==> src/rtl/simd_eq_pkg.sv <==
package simd_eq_pkg;

    typedef enum logic [1:0] {
        LSZ_8   = 2'b00,
        LSZ_16  = 2'b01,
        LSZ_32  = 2'b10,
        LSZ_RSV = 2'b11
    } lane_sz_e;

    localparam int unsigned FP_W   = 32;
    localparam int unsigned EXP_HI = 30;
    localparam int unsigned EXP_LO = 23;

endpackage

==> src/rtl/simd_fp32_eq.sv <==
module simd_fp32_eq
    import simd_eq_pkg::*;
(
    input  logic [FP_W-1:0] a,
    input  logic [FP_W-1:0] b,
    output logic            eq
);
    localparam int unsigned EXP_W = EXP_HI - EXP_LO + 1;

    logic [EXP_W-1:0]  exp_a, exp_b;
    logic [EXP_LO-1:0] frac_a, frac_b;
    logic              nan_a, nan_b, zero_a, zero_b;

    always_comb begin
        exp_a  = a[EXP_HI:EXP_LO];
        exp_b  = b[EXP_HI:EXP_LO];
        frac_a = a[EXP_LO-1:0];
        frac_b = b[EXP_LO-1:0];
        nan_a  = (&exp_a) && (|frac_a);
        nan_b  = (&exp_b) && (|frac_b);
        // exponent zero covers true zeros and flushed denormals
        zero_a = (exp_a == '0);
        zero_b = (exp_b == '0);
        eq     = !nan_a && !nan_b && ((zero_a && zero_b) || (a == b));
    end
endmodule

==> src/rtl/simd_eq_half.sv <==
module simd_eq_half
    import simd_eq_pkg::*;
#(
    parameter int unsigned HALF_W = 64
) (
    input  logic [HALF_W-1:0] a,
    input  logic [HALF_W-1:0] b,
    input  logic [1:0]        lane_size,
    input  logic              fp_mode,
    output logic [HALF_W-1:0] m
);
    localparam int unsigned NB = HALF_W / 8;
    localparam int unsigned NW = HALF_W / FP_W;

    logic [NB-1:0] byte_eq, half_eq, word_eq, fp_eq_b, sel;
    logic [NW-1:0] fp_eq;

    for (genvar w = 0; w < NW; w++) begin : g_fp
        simd_fp32_eq u_fp (
            .a  (a[w*FP_W +: FP_W]),
            .b  (b[w*FP_W +: FP_W]),
            .eq (fp_eq[w])
        );
    end

    for (genvar g = 0; g < NB; g++) begin : g_byte
        assign byte_eq[g] = (a[g*8 +: 8] == b[g*8 +: 8]);
        assign half_eq[g] = byte_eq[g] & byte_eq[g ^ 1];
        assign word_eq[g] = &byte_eq[(g/4)*4 +: 4];
        assign fp_eq_b[g] = fp_eq[g/4];
        assign m[g*8 +: 8] = {8{sel[g]}};
    end

    always_comb begin
        if (fp_mode) begin
            sel = fp_eq_b;
        end else begin
            unique case (lane_sz_e'(lane_size))
                LSZ_8:   sel = byte_eq;
                LSZ_16:  sel = half_eq;
                LSZ_32:  sel = word_eq;
                default: sel = '0;
            endcase
        end
    end
endmodule

==> src/rtl/simd_eq_mask.sv <==
module simd_eq_mask
    import simd_eq_pkg::*;
#(
    parameter int unsigned HALF_W = 64,
    parameter int unsigned DATA_W = 128
) (
    input  logic              clk,
    input  logic              rst_n,
    input  logic [DATA_W-1:0] opa,
    input  logic [DATA_W-1:0] opb,
    input  logic [1:0]        lane_size,
    input  logic              fp_mode,
    input  logic              quad_form,
    input  logic              vs_zero,
    output logic [DATA_W-1:0] mask,
    output logic              cfg_illegal
);
    localparam int unsigned NHALF = DATA_W / HALF_W;
    localparam int unsigned NWORD = DATA_W / FP_W;

    typedef struct packed {
        logic [DATA_W-1:0] mask;
        logic              bad;
    } state_t;

    state_t            st_d, st_q;
    logic [DATA_W-1:0] cmp_b, half_m;
    logic              illegal;

    assign cmp_b = vs_zero ? '0 : opb;

    for (genvar h = 0; h < NHALF; h++) begin : g_half
        simd_eq_half #(.HALF_W(HALF_W)) u_half (
            .a         (opa[h*HALF_W +: HALF_W]),
            .b         (cmp_b[h*HALF_W +: HALF_W]),
            .lane_size (lane_size),
            .fp_mode   (fp_mode),
            .m         (half_m[h*HALF_W +: HALF_W])
        );
    end

    always_comb begin
        illegal = fp_mode ? (lane_sz_e'(lane_size) != LSZ_32)
                          : (lane_sz_e'(lane_size) == LSZ_RSV);
        st_d      = '0;
        st_d.bad  = illegal;
        if (!illegal) begin
            st_d.mask = half_m;
            if (!quad_form) st_d.mask[DATA_W-1:HALF_W] = '0;
        end
    end

    always_ff @(posedge clk) begin
        if (!rst_n) st_q <= '0;
        else        st_q <= st_d;
    end

    assign mask        = st_q.mask;
    assign cfg_illegal = st_q.bad;

    // illegal configuration gives flag and empty mask
    a_r8_illegal_zero: assert property (@(posedge clk) disable iff (!rst_n)
        (fp_mode ? (lane_size != 2'b10) : (lane_size == 2'b11))
        |=> (cfg_illegal && mask == '0));

    // double form leaves upper mask clear
    a_r3_double_upper_zero: assert property (@(posedge clk) disable iff (!rst_n)
        !quad_form |=> (mask[DATA_W-1:HALF_W] == '0));

    // identical integer operands give a full mask
    a_r2_equal_all_ones: assert property (@(posedge clk) disable iff (!rst_n)
        (!fp_mode && lane_size != 2'b11 && quad_form && !vs_zero && opa == opb)
        |=> (&mask));

    // NaN in the low lane of opa never matches
    a_r6_nan_unequal: assert property (@(posedge clk) disable iff (!rst_n)
        (fp_mode && lane_size == 2'b10 && (&opa[30:23]) && (|opa[22:0]))
        |=> (mask[31:0] == '0));

    // float lanes are whole 32-bit words
    for (genvar w = 0; w < NWORD; w++) begin : g_chk
        a_r5_fp_word_uniform: assert property (@(posedge clk) disable iff (!rst_n)
            (fp_mode && lane_size == 2'b10)
            |=> (mask[w*FP_W +: FP_W] == '0 || (&mask[w*FP_W +: FP_W])));
    end

    // reset clears outputs
    a_r9_reset_clear: assert property (@(posedge clk)
        !rst_n |=> (mask == '0 && !cfg_illegal));
endmodule

==> config.mk <==
export PLATFORM = sky130hd
export DESIGN_NAME = simd_eq_mask
export DESIGN_NICKNAME = d
export VERILOG_FILES = /design/src/rtl/simd_eq_pkg.sv /design/src/rtl/simd_fp32_eq.sv /design/src/rtl/simd_eq_half.sv /design/src/rtl/simd_eq_mask.sv
export SDC_FILE = /design/constraint.sdc
export NUM_CORES = 1
export LEC_CHECK = 0
export BUFFER_PORTS_ARGS = -buffer_cell sky130_fd_sc_hd__clkbuf_2
export CORE_AREA = 2 2 151 153
export DETAILED_ROUTE_END_ITERATION = 8
export DIE_AREA = 0 0 153 155
export GPL_TIMING_DRIVEN = 0
export HOLD_SLACK_MARGIN = 0.02
export RECOVER_POWER = 25
export SKIP_LAST_GASP = 1
export SLEW_MARGIN = 20
export SYNTH_ARGS = -nofsm -noshare
export SYNTH_HDL_FRONTEND = slang
export SYNTH_SLANG_ARGS = --single-unit
==> constraint.sdc <==
create_clock -name clk -period 1.86 [get_ports clk]
set_clock_uncertainty 0.05 [all_clocks]
set_input_delay 0 -clock clk [delete_from_list [all_inputs] [get_ports clk]]
set_output_delay 0 -clock clk [all_outputs]
set_load 0.1 [all_outputs]
==> metrics.txt <==
clk slew on worst S/H paths 0.05 ns; worst slew margin relative to its limit approximately 19%; Ys Warns 0; DRT Pass-1 Iters 5; final period utilization 97.2%; fin crit period 1.81 ns; Mapped Cells about 740; remaining antenna violation count 0; Critical Path Source vs_zero; Worst Hold Class input pin to flop; ys flop type dfxtp_1; most frequent cells in the layout clkbuf_2 (389), nor2_1 (139), o21ai_0 (103); number of enable flip-flop cells after synthesis 0; vias in the first global route 6,501; Horiz. Die Dim about 150 um; DRT Wirelength roughly 23,000 um; DR DRC count 0; pwr dens roughly 250 mW/mm^2; H-tree depth 1; I/O pins roughly 390; Critical Path Start Type input pin; Required @ worst endpoint 1.97 ns; Hold Fails Final Rpt 0; Slew @ Worst Pin 1.21 ns; layout cells sized above 1 between 40% and 50%; fin nets between 1,000 and 1,500; fmax 553 MHz; Crit Path Class input pin to flop; gr ovfl total 0; largest net degree at the start of global routing 20; Routed WL per cell about 16 um; static leakage roughly 3.5 nW; antenna violations before repair 3; clk buf depth 2; top cells by area, synth buf_4 (17%), xnor2_1 (11%), nor2_1 (10%); share of the synthesized area in the top cell type between 10% and 20%; dpl hpwl 20,000 um; Max IR drop VDD approximately 0.00024 V; die height approximately 160 um; Port Buffers 388; Layout Cells excl Fill approximately 1,400; Placement Cell Area roughly 0.0074 mm^2; GPL Wtd Cong roughly 0.89; Synth area leader buf_4; Worst Setup End Kind flop; flops & latches, synth 17; total global routing track utilization roughly 18%; Design Area, Final roughly 0.0075 mm^2; Rows 55; via count slightly above 7,000; Avg Inst Size Synth just under 7 um^2; max cap viols 0; syn_nets ~1,000; first-pass GRT wire length around 34,000 um; CTS Root Cell clkbuf_16; Post-Synthesis Cell Area 0.00510 mm^2; RSZ-0062 raised after global routing yes; vias per inst 5.12; status finished clean; Max Slew Vio Count 0; First DRT Iteration DRCs between 400 and 500; largest fanout on the critical path 19; CTS buffer count 3; synth unique cells 37; Area Overhead vs Synth 47.4%; CP arrival about 1.9 ns; Core Region around 0.022 mm^2; Die ar. about 0.024 mm^2; Sink Count 17; starting density of the core between 20% and 30%; async set or reset register ratio after synthesis 0%; most common cell after layout, fill and taps aside clkbuf_2; Inst Count DP about 1,400; CP endpoint mask[71]; post-synthesis sequential area ratio approximately 6.7%; Pwr Total around 0.0019 W; # hold bufs at CTS 0; Setup Viol. Count Final 0; TritonCTS clock tree yes
==> cell usage after synthesis, types with 8 or more instances <==
cell and number:
and4bb_2 26, nor4bb_1 38, o32ai_1 22, nor3_1 12, xnor2_1 64, nor2_1 139, o31ai_1 8, o21ai_0 103
dfxtp_1 17, o21bai_1 8, buf_4 116, and4_1 19, nand4_1 34, nor4_1 10, a31oi_1 68
==> power by group <==
group          switching, W  internal (W)
logic              0.000590      0.000499
registers       0.000000682      0.000367
clock network      0.000133      0.000291
==> metrics by stage <==
step	hold slack (ns)	util (%)	setup TNS, ns	setup slack, ns
CTS	0.0223	33.7	0	0.0179
floorplan	0.0782	-	0	0.325
global placement	0.286	33.3	-3.13	-0.284
global route	0.0298	33.8	-0.103	-0.0593
detailed placement	0.285	33.3	-3.55	-0.332
finish	0.00957	33.8	0	0.0526
==> worst min-delay path by stage <==
stage / endpoint / slack, ns / cells past startpoint / startpoint
2_1_floorplan: cfg_illegal / 0.08 / 1 / rst_n
5_1_grt: cfg_illegal / 0.03 / 2 / rst_n
3_3_place_gp: cfg_illegal / 0.29 / 2 / rst_n
3_5_place_dp: cfg_illegal / 0.28 / 2 / rst_n
4_1_cts: cfg_illegal / 0.02 / 2 / rst_n
6_report: cfg_illegal / 0.01 / 2 / rst_n
==> cell type report <==
class | instances | area, um^2
Antenna cell | 1 | 2.50
Tap cell | 285 | 357
Fill cell | 2441 | 14700
Sequential cell | 17 | 340
Timing Repair Buffer | 388 | 1940
Buffer | 130 | 957
Clock buffer | 4 | 78.8
Multi-Input combinational cell | 588 | 3840
Inverter | 1 | 3.75
==> per-layer routing <==
layer	part of all wire (%)	up-vias	wire [um]	GRT usage, %
met1	43	3307	9850	23.6
li1	-	3527	-	-
met5	0.12	-	27	0
met4	2.2	4	506	4.85
met3	7.5	40	1720	2.45
met2	47	357	10900	30.3
==> cell families (layout without fill, tap and decap cells) <==
kind of cell    count (synthesis)  after routing  share of synthesized area (%)
compound gates                221            221                           26.8
mux                             1              1                          0.196
xor+xnor                       64             64                           11.0
simple gates                  302            302                           36.6
buf+inv                       132            523                           18.7
flops                          17             17                           6.67
other cells                     0              1                              0
==> sequential cells by signal, summed over array words and instances (netlist names) <==
register	cells
mask	16
cfg_illegal	1
==> worst max-delay path, cell delays in order <==
cell and delay (ns):
buf_4 0.16, buf_8 0.22, buf_4 0.21, clkbuf_4 0.25
a41o_1 0.12, nand4_1 0.18, a2111oi_4 0.56, o21bai_1 0.20
==> repair_timing <==
| item | in CTS | in global routing |
|---|---|---|
| hold endpoints to repair | 0 | 0 |
| buffers inserted | 0 | 0 |
| endpoints found under the setup margin | 6 | 16 |
| resized for setup | 1 | 12 |
| pin swaps | 0 | 1 |
No activity file was read; power rests on OpenSTA's default activity.
